[src/rtl/wiper_pkg.sv]
package wiper_pkg;
  typedef enum logic [1:0] {
    OP_READ = 2'd0,
    OP_WRITE = 2'd1,
    OP_LOAD = 2'd2,
    OP_SAVE = 2'd3
  } wiper_op_e;
endpackage

[src/rtl/wiper_store.sv]
module wiper_store #(
  parameter int WIDTH = 10,
  parameter int DEPTH = 4,
  parameter logic [DEPTH*WIDTH-1:0] INIT = '0,
  localparam int AW = (DEPTH > 1) ? $clog2(DEPTH) : 1
) (
  input  logic             clk,
  input  logic             we,
  input  logic [AW-1:0]    waddr,
  input  logic [WIDTH-1:0] wdata,
  input  logic [AW-1:0]    raddr,
  output logic [WIDTH-1:0] rdata,
  output logic [WIDTH-1:0] rdata0
);
  // retained slots: no reset, start from INIT
  logic [WIDTH-1:0] mem [DEPTH];

  initial begin
    for (int i = 0; i < DEPTH; i++) mem[i] = INIT[i*WIDTH +: WIDTH];
  end

  always_ff @(posedge clk) begin
    if (we) mem[waddr] <= wdata;
  end

  assign rdata  = mem[raddr];
  assign rdata0 = mem[0];
endmodule

[src/rtl/wiper_busy_timer.sv]
module wiper_busy_timer #(
  parameter int BUSY_CYCLES = 64,
  localparam int CW = $clog2(BUSY_CYCLES + 1)
) (
  input  logic clk,
  input  logic rst,
  input  logic start,
  output logic busy
);
  logic [CW-1:0] cnt_q;

  always_ff @(posedge clk) begin
    if (rst) cnt_q <= '0;
    else if (start) cnt_q <= CW'(BUSY_CYCLES);
    else if (cnt_q != '0) cnt_q <= cnt_q - 1'b1;
  end

  assign busy = (cnt_q != '0);
endmodule

[src/rtl/wiper_tap_decoder.sv]
module wiper_tap_decoder #(
  parameter int WIDTH = 10,
  localparam int TAPS = 1 << WIDTH
) (
  input  logic             clk,
  input  logic [WIDTH-1:0] value_d,
  output logic [TAPS-1:0]  tap_q
);
  for (genvar t = 0; t < TAPS; t++) begin : g_tap
    always_ff @(posedge clk) tap_q[t] <= (value_d == WIDTH'(t));
  end
endmodule

[src/rtl/wiper_bank.sv]
module wiper_bank
  import wiper_pkg::*;
#(
  parameter int WIDTH = 10,
  parameter int NUM_DR = 4,
  parameter int BUSY_CYCLES = 64,
  parameter logic [NUM_DR*WIDTH-1:0] INIT = '0,
  localparam int IDX_W = (NUM_DR > 1) ? $clog2(NUM_DR) : 1,
  localparam int TAPS = 1 << WIDTH
) (
  input  logic             clk,
  input  logic             rst,
  input  logic             cmd_valid,
  input  logic [1:0]       cmd_op,
  input  logic             cmd_wiper,
  input  logic [IDX_W-1:0] cmd_idx,
  input  logic [WIDTH-1:0] cmd_wdata,
  input  logic             wp_n,
  output logic             busy,
  output logic             rsp_valid,
  output logic             rsp_ok,
  output logic [WIDTH-1:0] rsp_data,
  output logic [WIDTH-1:0] wiper,
  output logic [TAPS-1:0]  tap_sel
);
  wiper_op_e op;
  logic [WIDTH-1:0] slot_rd, slot0_rd, wiper_q, wiper_d, store_wdata;
  logic store_req, store_go, accept;

  assign op = wiper_op_e'(cmd_op);

  // storage writes: direct slot write or save of the wiper
  assign store_req = cmd_valid && !rst &&
                     ((op == OP_WRITE && !cmd_wiper) || op == OP_SAVE);
  assign store_go  = store_req && wp_n && !busy;
  assign accept    = cmd_valid && (!store_req || store_go);
  assign store_wdata = (op == OP_SAVE) ? wiper_q : cmd_wdata;

  wiper_store #(.WIDTH(WIDTH), .DEPTH(NUM_DR), .INIT(INIT)) i_store (
    .clk(clk), .we(store_go), .waddr(cmd_idx), .wdata(store_wdata),
    .raddr(cmd_idx), .rdata(slot_rd), .rdata0(slot0_rd)
  );

  wiper_busy_timer #(.BUSY_CYCLES(BUSY_CYCLES)) i_busy (
    .clk(clk), .rst(rst), .start(store_go), .busy(busy)
  );

  always_comb begin
    wiper_d = wiper_q;
    if (rst) wiper_d = slot0_rd;
    else if (cmd_valid && op == OP_WRITE && cmd_wiper) wiper_d = cmd_wdata;
    else if (cmd_valid && op == OP_LOAD) wiper_d = slot_rd;
  end

  always_ff @(posedge clk) wiper_q <= wiper_d;

  wiper_tap_decoder #(.WIDTH(WIDTH)) i_dec (
    .clk(clk), .value_d(wiper_d), .tap_q(tap_sel)
  );

  always_ff @(posedge clk) begin
    if (rst) begin
      rsp_valid <= 1'b0;
      rsp_ok    <= 1'b0;
      rsp_data  <= '0;
    end else begin
      rsp_valid <= cmd_valid;
      rsp_ok    <= accept;
      rsp_data  <= (cmd_valid && op == OP_READ) ?
                   (cmd_wiper ? wiper_q : slot_rd) : '0;
    end
  end

  assign wiper = wiper_q;
endmodule

[config.mk]
export PLATFORM = sky130hd
export DESIGN_NAME = wiper_bank
export DESIGN_NICKNAME = d
export VERILOG_FILES = /design/src/rtl/wiper_pkg.sv /design/src/rtl/wiper_store.sv /design/src/rtl/wiper_busy_timer.sv /design/src/rtl/wiper_tap_decoder.sv /design/src/rtl/wiper_bank.sv
export SDC_FILE = /design/constraint.sdc
export NUM_CORES = 1
export LEC_CHECK = 0
export BUFFER_PORTS_ARGS = -buffer_cell sky130_fd_sc_hd__clkbuf_2
export CORE_AREA = 2 2 414 416
export CTS_CLUSTER_DIAMETER = 50
export DETAILED_ROUTE_END_ITERATION = 12
export DIE_AREA = 0 0 416 418
export GPL_TIMING_DRIVEN = 0
export SLEW_MARGIN = 20
export SYNTH_ARGS = -nofsm -noshare
export SYNTH_HDL_FRONTEND = slang
export SYNTH_SLANG_ARGS = --single-unit
[constraint.sdc]
create_clock -name clk -period 5.85 [get_ports clk]
set_input_delay 0.2925 -clock clk [delete_from_list [all_inputs] [get_ports clk]]
set_output_delay 0.2925 -clock clk [all_outputs]
set_load 0.02 [all_outputs]
==> results_dict.tcl, run 1 <==
set metrics [dict create \
    start_kind "primary input" \
    fin_hold_ws_ns 0.155 \
    fin_crit_sh 0.827 \
    io_pins 1066 \
    vias_per_cell 4.76 \
    syn_to_final_growth_pct 44.6 \
    clk_latency_ns 0.80 \
    wire_per_inst_um 36.2 \
    design_area_um2 44500 \
    netlist.area_leader.share 0.685 \
    multiInputGateArea_um2 7110 \
    power_density_nw_per_um2 404 \
    fillerInstances 17927 \
    ys_seq_area_frac 0.724 \
    final_max_slew_viol_count 0 \
    r2r_start "i_store.mem[0][6]" \
    num_vias 29942 \
    first_iter_violations 4089 \
    arrival_ns 5.46 \
    reg2reg_depth 7 \
    fp.dieH_um 418 \
    grt_max_degree 17 \
    grt_pass1_wl_mm 283 \
    crit_path_end "i_dec.tap_q[942]" \
    tns_ns 0 \
    num_rows 151 \
    critPathLaunch "cmd_valid" \
    rsz0062_at_grt "no" \
    syn_area_um2 30800 \
    clkSinkCount 1093 \
    io_buffer_count 1063 \
    worstHoldPathType "in2reg" \
    drive_above_1_share 0.382 \
    start_util 0.182 \
    tightest_slew_ns 1.43 \
    drtPass1Iterations 6 \
    yosys.area.top_type "dfxtp_1" \
    endpoint_kind "register" \
    cts_buffer_depth 3 \
    cts_tree "yes" \
    hpwl_mm 177 \
    ir_drop_mv 0.306 \
    status "finished clean" \
    ys_seq_elements 1093 \
    place_area_um2 39500 \
    critPathRequiredTime_ns 6.48 \
    leakage_nw 18.0 \
    hold_viol_final 0 \
    place_congestion 0.932 \
    async_reset_ff_frac 0 \
    core_um2 169000 \
    die_x_um 416 \
    fin_worst_skew_ns 0.0234 \
    wl_mm 228 \
    synth.distinct_cells 45 \
    synth_enable_flop_cells 40 \
    grtUsageTotal 0.250 \
    syn_inst 2697 \
    setup_viol 0 \
    cp_max_fo 10 \
    ys_warn_count 0 \
    synth_ff_type "dfxtp_1" \
    path_class "in2reg" \
    fmax_mhz 207 \
    finalNetCount 3966 \
    syn-num-nets 2717 \
    maxCapViolations 0 \
    post_cts_buffers 0 \
    dieArea_um2 174000 \
    grt_pass1_vias 27608 \
    hold_path_depth 4 \
    root_buffer "clkbuf_16" \
    period_minus_slack_ns 4.84 \
    regArea_um2 22300 \
    clkTransAtPathRegs_ns 0.06 \
    antenna_found_initial 39 \
    drc 0 \
    r2r-end "i_dec.tap_q[942]" \
    ff2ff_setup_slack_ns 1.65 \
    avgSynthCellArea_um2 11.4 \
    post-route-util 0.263 \
    detail-route-antenna-nets 0 \
    cts_buffers 141 \
    grt_overflow 0 \
    slew_headroom 0.0494 \
    htree_levels 4 \
    yosys-top-cells-area "dfxtp_1 (68%), nor3_1 (16%), edfxtp_1 (3.9%)" \
]
==> stage by stage <==
step	std cells	setup slack [ns]	power [mW]
final	6292	1.01	18.0
after global routing	6282	0.960	18.4
after CTS	6277	1.21	18.0
after detailed placement	6005	1.39	9.19
after global placement	5978	0.950	9.13
after floorplan	2697	3.30	8.28
==> critical path, cell delays in order <==
cell           delay, ns
dlygate4sd3_1       0.57
clkbuf_2            0.18
nand2b_1            0.09
dlygate4sd3_1       0.57
inv_1               0.13
nand3_1             0.42
o221ai_2            0.65
buf_2               0.36
nand4_1             0.86
clkbuf_1            0.59
nor3_1              0.70
==> per-layer routing <==
layer | GRT usage | share of wire | wire, um | vias to the layer above
met2 | 0.401 | 0.46 | 104000 | 2573
met3 | 0.0974 | 0.12 | 26600 | 577
met4 | 0.117 | 0.057 | 12900 | 10
li1 | - | - | - | 11972
met1 | 0.293 | 0.37 | 83800 | 14810
met5 | 0 | 0.00029 | 65 | -
==> cell usage after synthesis (all sizes together) (4+ instances only) <==
cell	n
o21ai	4
clkbuf	222
and3	4
mux2	9
nand2	17
buf	101
nor2	18
nor4	28
a2111o	9
nor3	1004
edfxtp	40
dfxtp	1053
nor2b	18
nand4	87
inv	13
mux4	10
o221ai	9
nand3	7
nand2b	11
mux2i	10
==> layout make-up <==
class	instances	area share
multi-input cells	1267	0.160
flip-flops and latches	1093	0.501
well taps	2218	0.0624
clock buffers	177	0.0871
diodes	14	0.000787
plain buffers	323	0.0326
repair buffers	1106	0.134
inverters	14	0.00118
clock inverters	80	0.0216
==> placed cells by master, fill, tap and decap left out, types with 13 or more instances in the layout <==
cell type,n
clkbuf_2,1136
dfxtp_1,1053
nor3_1,993
clkbuf_1,168
clkbuf_16,145
buf_2,86
nand4_1,77
edfxtp_1,40
nor4_1,28
nor2_1,18
nor2b_1,18
nand2_1,17
clkinv_2,16
inv_8,16
dlygate4sd3_1,15
diode_2,14
clkinv_8,14
clkbuf_8,13
==> state kept, by name, summed over array words and instances, names as in the netlist <==
name and count:
rsp_valid 1, rsp_data 10, i_store.mem 40, i_busy.cnt_q 7
wiper 10, i_dec.tap_q 1024, rsp_ok 1
==> how the worst min path moves through the flow <==
| stage | start | endpoint | slack [ns] |
|---|---|---|---|
| 2_1_floorplan | wp_n | rsp_ok | 0.45 |
| 3_3_place_gp | i_busy.cnt_q[6] | i_busy.cnt_q[6] | 0.46 |
| 6_report | cmd_idx[1] | rsp_data[0] | 0.15 |
| 4_1_cts | cmd_idx[1] | rsp_data[7] | 0.09 |
| 5_1_grt | cmd_idx[1] | rsp_data[7] | 0.16 |
| 3_5_place_dp | i_busy.cnt_q[6] | i_busy.cnt_q[6] | 0.47 |
==> repair_timing <==
action	CTS	global route
resized for setup	0	0
endpoints found under the setup margin	0	0
hold buffers	15	0
hold endpoints to repair	48	0
==> logic make-up after synthesis <==
logic type / share of synthesized area
XOR/XNOR: 0.00142
AO/OA/AOI/OAI: 0.00984
buffers and inverters: 0.0457
flip-flops: 0.724
AND/OR/NAND/NOR: 0.205
multiplexers: 0.0139
adder cells (fa/ha/maj): 0.000406
==> power by group <==
part	switching [mW]	internal, mW	total (mW)
registers	0.0304	7.53	7.56
logic	1.25	0.242	1.50
clock network	3.81	5.13	8.94
total	5.09	12.9	18.0
Power figures use the tool's default switching activity.
==> run 2, diff against run 1 <==
--- a/config.mk
+++ b/config.mk
@@ -6,10 +6,10 @@
 export NUM_CORES = 1
 export LEC_CHECK = 0
 export BUFFER_PORTS_ARGS = -buffer_cell sky130_fd_sc_hd__clkbuf_2
-export CORE_AREA = 2 2 414 416
+export CORE_AREA = 2 2 416 418
 export CTS_CLUSTER_DIAMETER = 50
 export DETAILED_ROUTE_END_ITERATION = 12
-export DIE_AREA = 0 0 416 418
+export DIE_AREA = 0 0 418 420
 export GPL_TIMING_DRIVEN = 0
 export SLEW_MARGIN = 20
 export SYNTH_ARGS = -nofsm -noshare
==> constraint.sdc (replaced) <==
create_clock -name clk -period 4 [get_ports clk]
set_input_delay 0.2 -clock clk [delete_from_list [all_inputs] [get_ports clk]]
set_output_delay 0.2 -clock clk [all_outputs]
set_load 0.02 [all_outputs]
==> run 2 against run 1 <==
- the flow now finishes with violations (setup timing)
- sequential power increased by 47%
- global-route usage is 0.44 points lower
- clock power up 41%
- die area is 0.96% higher
- setup slack got worse by 1.2 ns
- cell count rose by 0.40%
- largest cell class unchanged
==> results_dict.tcl, run 2 (synthesis results as in run 1) <==
set metrics [dict create \
    status "complete, but fails checks" \
    violations "setup timing" \
    fin_worst_skew_ns 0.0462 \
    critPathRequiredTime_ns 4.67 \
    post-route-util 0.261 \
    critPathMaxStageDelay_ns 0.95 \
    biggestRegsByFlops "i_dec.tap_q (1024), i_store.mem (40)" \
    clkTransAtPathRegs_ns 0.06 \
    wire_per_inst_um 35.9 \
    num_vias 30004 \
    period_minus_slack_ns 4.17 \
    setup_viol 14 \
    start_kind "primary input" \
    first_iter_violations 4041 \
    die_x_um 418 \
    tightest_slew_ns 1.34 \
    cts_tree "yes" \
    hold_viol_final 0 \
    finalWorstSetupSlack_ns -0.173 \
    endpoint_kind "register" \
    final_common_cell "clkbuf_2" \
    num_rows 152 \
    largest_register_ffs 1024 \
    final_cell_mix "clkbuf_2 (1,137), dfxtp_1 (1,053), nor3_1 (993)" \
    htree_levels 4 \
    cp_num_cells 10 \
    rsz0062_at_grt "no" \
    clkSinkCount 1093 \
    hold_path_depth 3 \
    grt_overflow 0 \
    cts_buffer_depth 3 \
    fin_crit_sh 1.04 \
    crit_family "buffers and inverters" \
    grt_pass1_wl_mm 279 \
    syn_to_final_growth_pct 44.8 \
    largest_register "i_dec.tap_q" \
    grt_max_degree 17 \
    root_buffer "clkbuf_16" \
    dieArea_um2 176000 \
    ir_drop_mv 0.424 \
    io_buffer_count 1063 \
    hpwl_mm 177 \
    maxCapViolations 0 \
    slew_headroom 0.106 \
    fp.dieH_um 420 \
    reg2reg_depth 7 \
    worstHoldPathType "in2reg" \
    wl_mm 227 \
    leakage_nw 18.0 \
    cp_num_buf_inv 5 \
    final_max_slew_viol_count 0 \
    layout.cells.non_filler 6317 \
    drc 0 \
    start_util 0.180 \
    antenna_found_initial 38 \
    cts_buffers 136 \
    finalNetCount 3980 \
    critPathSlowestCell "nand4_1" \
    detail-route-antenna-nets 0 \
    core_um2 171000 \
    dp.cells 6029 \
    power_density_nw_per_um2 580 \
    drive_above_1_share 0.381 \
    cp_max_fo 10 \
    grtUsageTotal 0.246 \
    clk_latency_ns 0.79 \
    drtPass1Iterations 7 \
    arrival_ns 4.85 \
    fmax_mhz 240 \
    io_pins 1066 \
    crit_chain "dlygate4sd3_1 > buf_2 > nand2b_1 > clkbuf_1 > a2111o_1 > o221ai_2 > buf_2 > nand4_1 > clkbuf_1 > nor3_1" \
    path_class "in2reg" \
    grt_pass1_vias 27179 \
    vias_per_cell 4.75 \
    place_congestion 0.912 \
]
-- run 2: cell count changes in the layout (fill, tap and decap cells not counted), sizes merged, moves of 2 or more --
cell	delta
diode	+6
buf	+17
dlygate4sd3	+2
inv	-9
clkinv	-10
clkbuf	+6
-- run 2: per-stage QoR --
step	power (mW)	worst slack (ns)	cell area, um2	hold slack [ns]	setup TNS [ns]
finish	25.8	-0.173	44600	0.109	-1.42
global route	26.4	0.000627	44500	0.114	0
global placement	13.4	-1.27	38900	0.464	-136.22
floorplan	12.1	1.54	30800	0.356	0
detailed placement	13.5	-0.493	39600	0.470	-32.97
CTS	25.9	0.0129	44400	0.0397	0
-- run 2: worst reg2reg max path, stage by stage (launching register included) --
cell and delay, ns:
edfxtp_1 0.38, mux4_2 0.47, nor2b_1 0.16, o221ai_2 0.46
buf_2 0.40, nand4_1 0.95, clkbuf_1 0.83, nor3_1 0.39
-- run 2: cell type report --
| class | count | area (um2) |
|---|---|---|
| antenna | 20 | 50.0 |
| buffer | 323 | 1450 |
| clock buffer | 183 | 3890 |
| clock inverter | 59 | 732 |
| fill | 18113 | 126000 |
| inverter | 14 | 52.6 |
| multi-input combinational | 1267 | 7140 |
| sequential | 1093 | 22300 |
| tap | 2233 | 2790 |
| timing repair buffer | 1125 | 6180 |
-- run 2: what timing repair did --
item,4_1_cts,5_1_grt
endpoints found under the hold margin,55,0
setup buffers,0,6
gates resized for setup,8,0
pin swaps,0,4
hold buffers,17,0
setup endpoints to repair,73,5
-- run 2: worst paths after layout --
| path | from | to | slack, ns |
|---|---|---|---|
| hold / removal | cmd_idx[0] | i_store.mem[0][9] | 0.11 |
| setup reg to reg | i_store.mem[0][6] | i_dec.tap_q[654] | -0.14 |
| hold reg to reg | i_busy.cnt_q[6] | i_busy.cnt_q[6] | 0.48 |
| setup / recovery | cmd_op[0] | i_dec.tap_q[654] | -0.17 |
-- run 2: where the power goes --
group | leakage [nW] | internal, mW | switching, mW
combinational | 6.89 | 0.374 | 1.85
sequential | 8.84 | 11.0 | 0.0450
clock | 2.26 | 7.31 | 5.26
total | 18.0 | 18.7 | 7.15
-- run 2: routing by layer --
metal,up-vias,part of all wire,global-route usage
li1,12007,-,-
met1,14837,0.37,0.287
met2,2569,0.46,0.392
met3,581,0.12,0.102
met4,10,0.056,0.112
met5,-,0.00027,0
